### src/rtl/slowreg_pkg.sv
package slowreg_pkg;
  localparam int DATA_W    = 32;
  localparam int ADDR_W    = 3;
  localparam int ST_W      = 16;
  localparam int N_EVT     = 7;
  localparam int NSYNC     = 4;
  // address map
  localparam int ADR_TIME  = 0;
  localparam int ADR_ALARM = 1;
  localparam int ADR_PREN  = 2;
  localparam int ADR_INTEN = 3;
  localparam int ADR_STAT  = 4;
  // status bit positions
  localparam int BIT_PEND  = 14;
  localparam int BIT_WDONE = 15;
endpackage

### src/rtl/slowreg_stage.sv
module slowreg_stage #(
  parameter int DATA_W = 32,
  parameter int ADDR_W = 3
) (
  input  logic              clk,
  input  logic              rst,
  input  logic              wr_req,
  input  logic [ADDR_W-1:0] wr_addr,
  input  logic [DATA_W-1:0] wr_data,
  input  logic              tick,
  output logic              pend,
  output logic              commit,
  output logic [ADDR_W-1:0] stg_addr,
  output logic [DATA_W-1:0] stg_data
);
  logic pend_q;

  always_ff @(posedge clk) begin
    if (rst) begin
      pend_q   <= 1'b0;
      stg_addr <= '0;
      stg_data <= '0;
    end else if (!pend_q && wr_req) begin
      pend_q   <= 1'b1;
      stg_addr <= wr_addr;
      stg_data <= wr_data;
    end else if (pend_q && tick) begin
      pend_q   <= 1'b0;
    end
  end

  assign pend   = pend_q;
  assign commit = pend_q & tick;
endmodule

### src/rtl/slowreg_bank.sv
module slowreg_bank #(
  parameter int NSYNC  = 4,
  parameter int DATA_W = 32,
  parameter int ADDR_W = 3,
  parameter int ST_W   = 16
) (
  input  logic                          clk,
  input  logic                          rst,
  input  logic                          commit,
  input  logic [ADDR_W-1:0]             stg_addr,
  input  logic [DATA_W-1:0]             stg_data,
  output logic [NSYNC-1:0][DATA_W-1:0]  val
);
  import slowreg_pkg::*;

  function automatic logic [DATA_W-1:0] keep_mask(input int idx);
    if (idx == ADR_PREN)       return DATA_W'(1);
    else if (idx == ADR_INTEN) return (DATA_W'(1) << ST_W) - DATA_W'(1);
    else                       return '1;
  endfunction

  for (genvar g = 0; g < NSYNC; g++) begin : g_reg
    logic [DATA_W-1:0] r_q;
    always_ff @(posedge clk) begin
      if (rst)
        r_q <= '0;
      else if (commit && stg_addr == ADDR_W'(g))
        r_q <= stg_data & keep_mask(g);
    end
    assign val[g] = r_q;
  end
endmodule

### src/rtl/slowreg_status.sv
module slowreg_status #(
  parameter int ST_W  = 16,
  parameter int N_EVT = 7
) (
  input  logic             clk,
  input  logic             rst,
  input  logic [N_EVT-1:0] evt,
  input  logic             clr_we,
  input  logic [ST_W-1:0]  clr_mask,
  input  logic             commit,
  input  logic             pend,
  input  logic [ST_W-1:0]  int_en,
  output logic [ST_W-1:0]  status,
  output logic             irq
);
  import slowreg_pkg::*;

  logic [ST_W-1:0] st_q, st_nxt, clr;

  assign clr = clr_we ? clr_mask : '0;

  always_comb begin
    st_nxt = '0;
    for (int i = 0; i < N_EVT; i++)
      st_nxt[i] = (st_q[i] & ~clr[i]) | evt[i];
    st_nxt[BIT_WDONE] = (st_q[BIT_WDONE] & ~clr[BIT_WDONE]) | commit;
  end

  assign status = st_q | (ST_W'(pend) << BIT_PEND);

  always_ff @(posedge clk) begin
    if (rst) begin
      st_q <= '0;
      irq  <= 1'b0;
    end else begin
      st_q <= st_nxt;
      irq  <= |(status & int_en);
    end
  end
endmodule

### src/rtl/slowreg_sync.sv
module slowreg_sync
  import slowreg_pkg::*;
#(
  parameter int DW = slowreg_pkg::DATA_W,
  parameter int AW = slowreg_pkg::ADDR_W,
  parameter int SW = slowreg_pkg::ST_W,
  parameter int NE = slowreg_pkg::N_EVT
) (
  input  logic          clk,
  input  logic          rst,
  input  logic          bus_wr,
  input  logic          bus_rd,
  input  logic [AW-1:0] bus_addr,
  input  logic [DW-1:0] bus_wdata,
  output logic [DW-1:0] bus_rdata,
  input  logic          tick_slow,
  input  logic          tick_fast,
  input  logic [NE-1:0] evt,
  output logic          irq
);
  logic                    wr_sync, wr_stat, tick, pend, commit, pren, wdone;
  logic [AW-1:0]           stg_addr;
  logic [DW-1:0]           stg_data, time_val;
  logic [SW-1:0]           int_en, status;
  logic [NSYNC-1:0][DW-1:0] bank_val;

  assign wr_sync = bus_wr && (bus_addr < AW'(NSYNC));
  assign wr_stat = bus_wr && (bus_addr == AW'(ADR_STAT));
  assign pren    = bank_val[ADR_PREN][0];
  assign tick    = pren ? tick_slow : tick_fast;
  assign int_en  = bank_val[ADR_INTEN][SW-1:0];
  assign time_val = bank_val[ADR_TIME];
  assign wdone   = status[BIT_WDONE];

  slowreg_stage #(.DATA_W(DW), .ADDR_W(AW)) u_stage (
    .clk(clk), .rst(rst), .wr_req(wr_sync), .wr_addr(bus_addr),
    .wr_data(bus_wdata), .tick(tick), .pend(pend), .commit(commit),
    .stg_addr(stg_addr), .stg_data(stg_data)
  );

  slowreg_bank #(.NSYNC(NSYNC), .DATA_W(DW), .ADDR_W(AW), .ST_W(SW)) u_bank (
    .clk(clk), .rst(rst), .commit(commit), .stg_addr(stg_addr),
    .stg_data(stg_data), .val(bank_val)
  );

  slowreg_status #(.ST_W(SW), .N_EVT(NE)) u_status (
    .clk(clk), .rst(rst), .evt(evt), .clr_we(wr_stat),
    .clr_mask(bus_wdata[SW-1:0]), .commit(commit), .pend(pend),
    .int_en(int_en), .status(status), .irq(irq)
  );

  always_ff @(posedge clk) begin
    if (rst)
      bus_rdata <= '0;
    else if (bus_rd) begin
      if (bus_addr < AW'(NSYNC))
        bus_rdata <= bank_val[bus_addr[$clog2(NSYNC)-1:0]];
      else if (bus_addr == AW'(ADR_STAT))
        bus_rdata <= DW'(status);
      else
        bus_rdata <= '0;
    end
  end
endmodule

### config.mk
export PLATFORM = sky130hd
export DESIGN_NAME = slowreg_sync
export DESIGN_NICKNAME = d
export VERILOG_FILES = /design/src/rtl/slowreg_pkg.sv /design/src/rtl/slowreg_stage.sv /design/src/rtl/slowreg_bank.sv /design/src/rtl/slowreg_status.sv /design/src/rtl/slowreg_sync.sv
export SDC_FILE = /design/constraint.sdc
export NUM_CORES = 1
export LEC_CHECK = 0
export ABC_CLOCK_PERIOD_IN_PS = 1900
export BUFFER_PORTS_ARGS = -buffer_cell sky130_fd_sc_hd__buf_4
export CAP_MARGIN = 20
export CORE_MARGIN = 8
export CORE_UTILIZATION = 40
export DETAILED_ROUTE_END_ITERATION = 8
export SKIP_CTS_REPAIR_TIMING = 1
export SLEW_MARGIN = 0
export SYNTH_ARGS = -nofsm -noshare
export SYNTH_HDL_FRONTEND = slang
export SYNTH_SLANG_ARGS = --single-unit
### constraint.sdc
create_clock -name clk -period 1.9 [get_ports clk]
set_input_delay 0.19 -clock clk [delete_from_list [all_inputs] [get_ports clk]]
set_output_delay 0.19 -clock clk [all_outputs]
set_load 0.05 [all_outputs]
==> results.md <==
* Row cnt at 45
* Post-synth EDFFs at 0
* DRC errors left at 0
* Synthesized net count at 747
* Commonest non-fill, non-tap cell in the layout: sky130_fd_sc_hd__nand2_1
* Global-route congestion overflow total at 0
* Number of routed nets with antenna violations at 0
* Wire length of the first global-routing pass at 25500 um
* Clock tree from TritonCTS: yes
* Total iterations of the first detailed-routing run at 7
* Leakage power total at 2.75 nW
* Max Clock Skew at 5.81 ps
* Initial antenna violation count at 0
* Minimum setup slack among reg-to-reg paths at 210 ps
* Proportion of synthesized flip-flops having asynchronous set or reset at 0
* I/O pin count at 81
* Hpwl dp at 10100 um
* Share of post-route cells with drive strength above 1 at 0.223
* Hold WS at -26.6 ps
* Clock period minus final worst setup slack at 1690 ps
* Worst ir drop on vdd at 0.000622 V
* XOR/XNOR share of the synthesized area at 0
* Setup tns final at 0 ps
* Run status: finished, violations left
* Type of the worst setup path: flop to flop
* Max Fclk at 593 MHz
* Total instance count after detailed placement at 937
* Power Total at 0.00703 W
* Largest family of logic cells by synthesized area: simple AND/OR/NAND/NOR gates
* Count of routing violations after the opening detailed-route iteration at 409
* WL/cell at 15.9 um
* Sequential area share after synthesis at 0.525
* Leading area contributor after synthesis: sky130_fd_sc_hd__dfxtp_1
* Layout filler cell count at 1396
* Number of antenna repair diodes at 0
* Global-route usage over all layers at 0.163
* Vias per inst at 5.22
* Final Max Slew Viols at 0
* Setup repair after global routing missed its margin: no
* Layout overhead on the synthesized area at 25.1%
* Number of global-route vias before repair at 4959
* Cell count after synthesis at 699
* Reg2Reg Launch Point: u_stage.pend
* Count of input and output buffers at 80
* Pre-CTS worst setup slack at 145 ps
* Detailed-route wire length at 15500 um
* Final setup viols at 0
* Die outline width at 139 um
* Overall die area at 19200 um^2
* FF-to-FF path depth at 5
* Share of the clock period used by the worst path at 0.888
* Slack of the critical path at 212 ps
* Multiplexer area fraction after synthesis at 0.0923
* Count of unique library cells instantiated by Yosys at 36
* Kind of launch point of the worst setup path: flop
* Clk pin slew, worst setup/hold paths at 60 ps
* Worst Min Path Start: evt[5]
* Reg2reg end: u_bank.g_reg[2].r_q[0]
* Number of buffers between clock root and the deepest sink at 2
* CP Max Fanout at 6
* Worst slew margin relative to its limit at 0.577
* Top cells by area, synth: sky130_fd_sc_hd__dfxtp_1, sky130_fd_sc_hd__nand2_1, sky130_fd_sc_hd__a21oi_1
* Final std cells w/o fill at 976
* Multi-input combinational cell area at 2640 um^2
* Number of CTS-inserted buffers at 17
* Core Box Area at 15000 um^2
* Commonest non-fill, non-tap cells in the layout: sky130_fd_sc_hd__nand2_1, sky130_fd_sc_hd__dfxtp_1, sky130_fd_sc_hd__a21oi_1
* Fraction of the mapped netlist area in adder cells at 0
* Number of clock sinks seen by CTS at 158
* CP Capture Type: flop
* Synth Area in Simple Gates at 0.183
* Register area at 3160 um^2
* Most instantiated flip-flop cell in the synthesis netlist: sky130_fd_sc_hd__dfxtp_1
* Max-capacitance violation count at 0
* Share of the synthesized area in the top cell type at 0.525
* Setup crit start: u_stage.pend
* Maximum number of pins on one net before global-route repair at 50
* Chip height at 139 um
* Clk Latency, worst-skew pair at 420 ps
* Layout net count at 823
* Critical path required time at 2210 ps
* Final GP Congestion at 0.729
* Syn Std Cell Area at 6020 um^2
* Total via count in the routed design at 5095
* Failing checks: hold timing
* Avg Cell Area, Syn at 8.61 um^2
* Final Hold Violating Endpoints at 2
* Post-synthesis compound-gate area fraction at 0.159
* Worst setup path end: u_bank.g_reg[2].r_q[0]
* Slew @ Worst Pin at 630 ps
* Number of flip-flops and latches in the synthesized netlist at 158
* Clock H-tree levels at 4
* Count of warnings emitted by yosys at 0
* Path category of the worst min-delay check: input port to flop
* Power density over the cells at 934 nW/um^2
* Root cell of the clock tree: sky130_fd_sc_hd__clkbuf_16
* Fraction of the core area covered by cells at the end of the flow at 0.503
* Data arrival time of the worst path at 2000 ps
* Initial cell density of the core at 0.402
[state kept, by name, indices dropped and copies added, names as in the netlist]
name and cells:
bus_rdata 32, u_bank.g.r_q 81, u_stage.pend 1, u_stage.stg_addr 3, u_stage.stg_data 32, u_status.irq 1, u_status.st_q 8
[worst min path at each step]
stage | end | slack, ps | cells past startpoint
detailed placement | u_status.st_q[3] | 400 | 3
global route | u_stage.stg_data[12] | 0.7 | 3
floorplan | bus_rdata[0] | 300 | 1
global placement | u_status.st_q[4] | 390 | 3
finish | u_status.st_q[5] | -30 | 3
CTS | u_status.st_q[3] | -40 | 3
[worst max-delay path: stages (launching register included)]
cell and delay (ps):
sky130_fd_sc_hd__dfxtp_1 430, sky130_fd_sc_hd__nand2b_1 170, sky130_fd_sc_hd__buf_4 200, sky130_fd_sc_hd__nor4b_1 490
sky130_fd_sc_hd__mux2i_1 250, sky130_fd_sc_hd__nor2_1 50
[synth_stat cells, types with 2 or more instances]
cell                         n
sky130_fd_sc_hd__nor2_1     49
sky130_fd_sc_hd__mux2_2     33
sky130_fd_sc_hd__mux2i_1    17
sky130_fd_sc_hd__a21oi_1   115
sky130_fd_sc_hd__buf_6       3
sky130_fd_sc_hd__a22oi_1    33
sky130_fd_sc_hd__a222oi_1    8
sky130_fd_sc_hd__dfxtp_1   158
sky130_fd_sc_hd__nand2b_1    2
sky130_fd_sc_hd__nor3_1      2
sky130_fd_sc_hd__nand2_1   207
sky130_fd_sc_hd__buf_2       8
sky130_fd_sc_hd__buf_1       3
sky130_fd_sc_hd__clkbuf_1   39
[through the flow]
stage / instance area, um^2 / hold WS, ps
floorplan: 6020 / 299
global placement: 6900 / 393
detailed placement: 6900 / 402
CTS: 7460 / -44.5
global route: 7530 / 0.748
finish: 7530 / -26.6
[area by class of cell]
| class | instances | share of cell area |
|---|---|---|
| Inverter | 1 | 0.000499 |
| Sequential cell | 158 | 0.420 |
| Tap cell | 188 | 0.0312 |
| Timing Repair Buffer | 111 | 0.122 |
| Multi-Input combinational cell | 486 | 0.350 |
| Clock inverter | 15 | 0.0191 |
| Clock buffer | 17 | 0.0565 |
[where the power goes]
| part | switching (W) | internal (W) |
|---|---|---|
| registers | 0.0000509 | 0.00337 |
| clock network | 0.00140 | 0.00181 |
| logic | 0.000235 | 0.000168 |
[cells by family (layout without fill, tap and decap cells)]
kind of cell,after synthesis,count (layout)
simple gates,272,272
mux,51,51
flops,158,158
compound gates,163,163
buf+inv,55,144
[per-layer routing]
metal	share of wire	global-route usage	vias up
li1	-	-	2527
met3	0.042	0.0327	23
met2	0.48	0.266	116
met4	0.017	0.0670	0
met5	0	0	-
met1	0.46	0.207	2429
(Power assumes the default switching activity.)
